File: config.mk
export PLATFORM = sky130hd
export DESIGN_NAME = dmc_cache
export DESIGN_NICKNAME = d
export VERILOG_FILES = /design/src/rtl/dmc_pkg.sv /design/src/rtl/dmc_tag_store.sv /design/src/rtl/dmc_data_store.sv /design/src/rtl/dmc_refill_ctrl.sv /design/src/rtl/dmc_cache.sv
export SDC_FILE = /design/constraint.sdc
export NUM_CORES = 1
export LEC_CHECK = 0
export CAP_MARGIN = 20
export CORE_UTILIZATION = 55
export CTS_BUF_LIST = sky130_fd_sc_hd__clkbuf_2
export CTS_CLUSTER_SIZE = 30
export DETAILED_ROUTE_END_ITERATION = 8
export PLACE_DENSITY_LB_ADDON = 0.1
export SLEW_MARGIN = 30
export SYNTH_ARGS = -nofsm -noshare
export SYNTH_HDL_FRONTEND = slang
export SYNTH_SLANG_ARGS = --single-unit
export TNS_END_PERCENT = 100
File: constraint.sdc
create_clock -name clk -period 4.8 [get_ports clk]
set_input_delay 1.2 -clock clk [delete_from_list [all_inputs] [get_ports clk]]
set_output_delay 1.2 -clock clk [all_outputs]
set_load 0.01 [all_outputs]
File: src/rtl/dmc_pkg.sv
package dmc_pkg;

    localparam int ADDR_W = 32;
    localparam int WORD_W = 32;
    localparam int BYTE_OFF_W = 2;

    typedef enum logic [1:0] {
        ST_LOOKUP = 2'd0,
        ST_ISSUE  = 2'd1,
        ST_WAIT   = 2'd2,
        ST_RESP   = 2'd3
    } fill_state_t;

    // Width of a field that may be empty, widened to at least one bit
    function automatic int min1(input int n);
        return (n > 0) ? n : 1;
    endfunction

    typedef struct packed {
        logic              we;
        logic [WORD_W-1:0] data;
    } word_wr_t;

endpackage

File: src/rtl/dmc_tag_store.sv
module dmc_tag_store #(
    parameter int SETS = 2,
    parameter int SETW = 1,
    parameter int TAGW = 27
) (
    input  logic            clk,
    input  logic            rst,
    input  logic [SETW-1:0] rd_set,
    output logic            rd_valid,
    output logic [TAGW-1:0] rd_tag,
    input  logic            we,
    input  logic [SETW-1:0] wr_set,
    input  logic [TAGW-1:0] wr_tag
);

    logic [SETS-1:0] valid_q;
    logic [TAGW-1:0] tag_q [SETS];

    always_ff @(posedge clk) begin
        if (rst) begin
            valid_q <= '0;
        end else if (we) begin
            valid_q[wr_set] <= 1'b1;
        end
    end

    always_ff @(posedge clk) begin
        if (we) begin
            tag_q[wr_set] <= wr_tag;
        end
    end

    assign rd_valid = valid_q[rd_set];
    assign rd_tag   = tag_q[rd_set];

endmodule

File: src/rtl/dmc_data_store.sv
module dmc_data_store
    import dmc_pkg::*;
#(
    parameter int SETS   = 2,
    parameter int WORDS  = 4,
    parameter int SETW   = 1,
    parameter int OFFW_S = 2
) (
    input  logic              clk,
    input  logic [SETW-1:0]   rd_set,
    input  logic [OFFW_S-1:0] rd_word,
    output logic [WORD_W-1:0] rd_data,
    input  word_wr_t          wr,
    input  logic [SETW-1:0]   wr_set,
    input  logic [OFFW_S-1:0] wr_word
);

    logic [WORD_W-1:0] line_q [SETS][WORDS];

    always_ff @(posedge clk) begin
        if (wr.we) begin
            line_q[wr_set][wr_word] <= wr.data;
        end
    end

    // Word-in-line multiplexer
    assign rd_data = line_q[rd_set][rd_word];

endmodule

File: src/rtl/dmc_refill_ctrl.sv
module dmc_refill_ctrl
    import dmc_pkg::*;
#(
    parameter int WORDS  = 4,
    parameter int OFFW_S = 2
) (
    input  logic              clk,
    input  logic              rst,
    input  logic              req_valid,
    input  logic              hit,
    input  logic              mem_rvalid,
    output logic [OFFW_S-1:0] fill_idx,
    output logic              stall,
    output logic              rsp_valid,
    output logic              rsp_hit,
    output logic              mem_req,
    output logic              data_we,
    output logic              tag_we
);

    localparam logic [OFFW_S-1:0] LAST_IDX = OFFW_S'(WORDS - 1);

    fill_state_t       state_q, state_d;
    logic [OFFW_S-1:0] cnt_q, cnt_d;
    logic              lookup_hit, lookup_miss, last_word;

    assign lookup_hit  = (state_q == ST_LOOKUP) && req_valid && hit;
    assign lookup_miss = (state_q == ST_LOOKUP) && req_valid && !hit;
    assign last_word   = (cnt_q == LAST_IDX);

    always_comb begin
        state_d = state_q;
        cnt_d   = cnt_q;
        unique case (state_q)
            ST_LOOKUP: begin
                if (lookup_miss) begin
                    state_d = ST_ISSUE;
                    cnt_d   = '0;
                end
            end
            ST_ISSUE: state_d = ST_WAIT;
            ST_WAIT: begin
                if (mem_rvalid) begin
                    if (last_word) begin
                        state_d = ST_RESP;
                    end else begin
                        state_d = ST_ISSUE;
                        cnt_d   = cnt_q + 1'b1;
                    end
                end
            end
            ST_RESP: state_d = ST_LOOKUP;
            default: state_d = ST_LOOKUP;
        endcase
    end

    always_ff @(posedge clk) begin
        if (rst) begin
            state_q <= ST_LOOKUP;
            cnt_q   <= '0;
        end else begin
            state_q <= state_d;
            cnt_q   <= cnt_d;
        end
    end

    assign fill_idx  = cnt_q;
    assign mem_req   = (state_q == ST_ISSUE);
    assign data_we   = (state_q == ST_WAIT) && mem_rvalid;
    assign tag_we    = data_we && last_word;
    assign stall     = lookup_miss || (state_q == ST_ISSUE) || (state_q == ST_WAIT);
    assign rsp_valid = lookup_hit || (state_q == ST_RESP);
    assign rsp_hit   = lookup_hit;

endmodule

File: src/rtl/dmc_cache.sv
module dmc_cache
    import dmc_pkg::*;
#(
    parameter int WORDS = 4,
    parameter int SETS  = 2
) (
    input  logic        clk,
    input  logic        rst,
    input  logic        req_valid,
    input  logic [31:0] req_addr,
    output logic        stall,
    output logic        rsp_valid,
    output logic        rsp_hit,
    output logic [31:0] rsp_data,
    output logic        mem_req,
    output logic [31:0] mem_addr,
    input  logic        mem_rvalid,
    input  logic [31:0] mem_rdata
);

    localparam int OFFW   = $clog2(WORDS);
    localparam int OFFW_S = min1(OFFW);
    localparam int SETW   = $clog2(SETS);
    localparam int LOW_W  = OFFW + SETW + BYTE_OFF_W;
    localparam int TAGW   = ADDR_W - LOW_W;
    localparam logic [ADDR_W-1:0] LINE_MASK = ~((ADDR_W'(1) << (OFFW + BYTE_OFF_W)) - 1);

    logic [SETW-1:0]   set_idx;
    logic [TAGW-1:0]   addr_tag, stored_tag;
    logic [OFFW_S-1:0] word_sel, fill_idx;
    logic              stored_valid, hit, data_we, tag_we;
    word_wr_t          wr;

    assign set_idx  = req_addr[OFFW + BYTE_OFF_W +: SETW];
    assign addr_tag = req_addr[ADDR_W-1 -: TAGW];

    generate
        if (OFFW > 0) begin : g_multi
            assign word_sel = req_addr[BYTE_OFF_W +: OFFW_S];
        end else begin : g_single
            assign word_sel = '0;
        end
    endgenerate

    dmc_tag_store #(.SETS(SETS), .SETW(SETW), .TAGW(TAGW)) u_tags (
        .clk      (clk),
        .rst      (rst),
        .rd_set   (set_idx),
        .rd_valid (stored_valid),
        .rd_tag   (stored_tag),
        .we       (tag_we),
        .wr_set   (set_idx),
        .wr_tag   (addr_tag)
    );

    assign hit = stored_valid && (stored_tag == addr_tag);

    assign wr.we   = data_we;
    assign wr.data = mem_rdata;

    dmc_data_store #(.SETS(SETS), .WORDS(WORDS), .SETW(SETW), .OFFW_S(OFFW_S)) u_data (
        .clk     (clk),
        .rd_set  (set_idx),
        .rd_word (word_sel),
        .rd_data (rsp_data),
        .wr      (wr),
        .wr_set  (set_idx),
        .wr_word (fill_idx)
    );

    dmc_refill_ctrl #(.WORDS(WORDS), .OFFW_S(OFFW_S)) u_ctrl (
        .clk        (clk),
        .rst        (rst),
        .req_valid  (req_valid),
        .hit        (hit),
        .mem_rvalid (mem_rvalid),
        .fill_idx   (fill_idx),
        .stall      (stall),
        .rsp_valid  (rsp_valid),
        .rsp_hit    (rsp_hit),
        .mem_req    (mem_req),
        .data_we    (data_we),
        .tag_we     (tag_we)
    );

    assign mem_addr = (req_addr & LINE_MASK)
                    | {{(ADDR_W - OFFW_S - BYTE_OFF_W){1'b0}}, fill_idx, 2'b00};

endmodule

==> metrics.md <==
| Metric | Value |
|---|---|
| Status | complete, but fails checks |
| Failing checks | DRC |
| Slew HR | 55.6% |
| Slew @ Worst Pin | 666 ps |
| Antenna violations before repair | 2 |
| Critical path startpoint category | primary input |
| CP Cell Sequence | clkdlybuf4s50_1 > xnor2_1 > nor4_1 > nand3_1 > or4_4 > o31ai_2 > dlygate4sd2_1 |
| CTS tree | done |
| Via-per-instance ratio | 5.46 |
| Routed WL per cell | 20.0 um |
| Nets | 870 |
| Total Power | 0.00503 W |
| Die area | 0.0233 sq mm |
| Synth Register Bits | 316 |
| Mapped Area | 0.0125 sq mm |
| Post-synthesis sequential area ratio | 75.4% |
| Worst EP required | 3600 ps |
| Synthesized area per cell | 21.2 sq um |
| Most used DFF post-synth | edfxtp_1 |
| Combinational family with the most area after synthesis | multiplexers |
| Core area | 0.0220 sq mm |
| Multiplexer share of the synthesized area | 16.5% |
| Crit path max fanout | 3 |
| Mapped Cells | 590 |
| Final hold viol count | 0 |
| Setup crit end kind | output pin |
| Layout cells sized above 1 | 32.5% |
| Via count | 6206 |
| CP Class | primary input to output pin |
| Vias in the first global route | 6889 |
| Post-Synth Simple-Gate Area | 2.00% |
| DRT Wirelength | 22800 um |
| DP HPWL | 12300 um |
| Drt pass-1 iters | 8 |
| Clock sink count | 316 |
| Pre-CTS setup slack | -145 ps |
| Synth Area in Adders | 0.400% |
| Critical Path AT | 3390 ps |
| Leak Pwr | 5.06 nW |
| Final setup violation count | 0 |
| Number of max-cap violations | 0 |
| Root Buffer | clkbuf_2 |
| Clock-pin slew on the worst setup and hold paths | 90 ps |
| Final period util | 95.7% |
| H-tree depth | 3 |
| Final antenna-violating net count | 0 |
| Final Skew | 39.1 ps |
| Ports | 136 |
| Deepest clock path buffer count | 3 |
| Largest net degree at the start of global routing | 65 |
| Final Util | 68.0% |
| GRT Util Overall | 20.7% |
| Die W | 153 um |
| Initial core utilization | 56.8% |
| Row count | 54 |
| Hold Buf Count CTS | 0 |
| Initial DRC Count | 327 |
| First-pass GRT wire length | 36200 um |
| Worst hold path type | flop to flop |
| Library cells used by synthesis | 37 |
| Num CTS Buffers | 77 |
| Top cells by area, synth | edfxtp_1 74%, mux4_2 12%, mux2_2 2.9% |
| Number of synthesized flops with an enable pin | 310 |
| Power Dens Cells | 336 mW/mm^2 |
| Async SR Flop Fraction | 0% |
| Final min period | 4590 ps |
| Setup ws final | 208 ps |
| Slew Limit Fails | 0 |
| Final GP Congestion | 0.723 |
| Overflow after GRT | 0 |
| CP max-delay cell | or4_4 |
| Area fraction of the dominant cell type after synthesis | 74.4% |
| RSZ-0062 raised after global routing | false |
| Clk Latency, worst-skew pair | 820 ps |
| Post-synth top area cell | edfxtp_1 |
| PortBufs | 131 |
| FMAX | 0.218 GHz |
| Xor/xnor cell area share of the yosys netlist | 2.03% |
| Synthesis-to-finish area growth | 19.7% |
| Die height | 153 um |
| Largest stage delay, worst path | 580 ps |
| Synth warn | 0 |
| Synth Area in Compound Gates | 0.830% |
| Max VDD drop | 0.174 mV |
| Number of remaining DRC errors | 4 |
[final timing paths]
path | from | end | slack [ps] | cells past startpoint
setup / recovery | req_addr[11] | rsp_valid | 210 | 7
hold reg to reg | u_tags.valid_q[1] | u_tags.valid_q[1] | 480 | 1
hold / removal | u_tags.valid_q[1] | u_tags.valid_q[1] | 480 | 1
setup reg to reg | u_ctrl.state_q[1] | u_data.line_q[0][47] | 2340 | 6
[sequential cells by signal, indices dropped and copies added, names as in the netlist]
signal,cells
u_data.line_q,256
u_tags.tag_q,54
u_ctrl.fill_idx,2
u_ctrl.state_q,2
u_tags.valid_q,2
[power by group]
part           leakage [nW]  internal (W)  switching, W
registers              2.84       0.00303    0.00000568
logic                  1.72      0.000222      0.000167
clock network         0.506      0.000613      0.000989
[layout by cell type (no fill, tap or decap), types with 2 or more instances in the layout]
cell type,netlist,layout
edfxtp_1,310,310
clkdlybuf4s50_1,0,125
clkbuf_2,0,109
mux4_2,64,64
buf_4,30,45
mux2_2,32,32
mux2i_1,26,24
clkinv_1,0,23
xnor2_1,22,22
nand2_1,8,8
and2_4,0,7
xor2_1,7,7
nor2_1,6,6
dfxtp_1,6,6
inv_1,5,5
nor4_1,7,5
nand3_1,5,5
buf_12,0,5
ha_1,4,4
nor3_1,3,3
a21oi_1,3,3
inv_2,0,3
and3_1,2,2
mux2i_2,0,2
nand4_1,2,2
nor4_2,0,2
nor2b_1,2,2
o21ai_0,2,2
o21a_1,2,2
conb_1,1,2
buf_2,7,2
dlygate4sd2_1,0,2
[metrics by stage]
stage               cells  TNS [ps]  cell area, sq um  hold WS (ps)
floorplan             591         0             12500           441
global placement      997      -816             14200           448
detailed placement    997     -1190             14200           463
CTS                  1134         0             14900           484
global route         1137         0             15000           519
finish               1137         0             15000           484
[cell families after synthesis]
kind of cell | after synthesis
adder cells (fa/ha/maj) | 4
buffers and inverters | 58
XOR/XNOR | 29
AO/OA/AOI/OAI | 14
AND/OR/NAND/NOR | 46
multiplexers | 122
flip-flops | 316
other | 1
[synth_stat cells, types with 3 or more instances]
master and instances:
nor4_1 7, dfxtp_1 6, and2_1 8, nor3_1 3, mux2i_1 26, ha_1 4, nand3_1 5, a21oi_1 3
buf_1 4, xnor2_1 22, edfxtp_1 310, xor2_1 7, mux2_2 32, clkbuf_1 10, nor2_1 6, buf_2 7
buf_4 30, mux4_2 64, inv_1 5, nand2_1 8
[timing repair]
item | in CTS | in global routing
setup buffers | 0 | 0
resized for setup | 6 | 5
setup endpoints to repair | 17 | 1
[routing by layer]
metal / track usage [%] / vias up / routed length [um]
li1: - / 2850 / -
met1: 25.9 / 3121 / 9340
met2: 34.6 / 208 / 11400
met3: 5.75 / 27 / 1740
met4: 7.74 / 0 / 316
met5: 0 / - / 0
[final cells by class]
type | instances | area [sq um]
Tap cell | 280 | 350
Multi-Input combinational cell | 217 | 2770
Sequential cell | 316 | 9430
Antenna cell | 1 | 2.50
Clock inverter | 28 | 110
Clock buffer | 109 | 546
Fill cell | 1508 | 7060
Inverter | 5 | 18.8
Timing Repair Buffer | 181 | 1740
[worst max-delay path: cells and delay by family]
kind	cells	cell delay (ps)
XOR/XNOR	1	160
buffers and inverters	2	760
AO/OA/AOI/OAI	1	260
AND/OR/NAND/NOR	3	1020
Note: power is estimated with default switching activity, not from simulation.
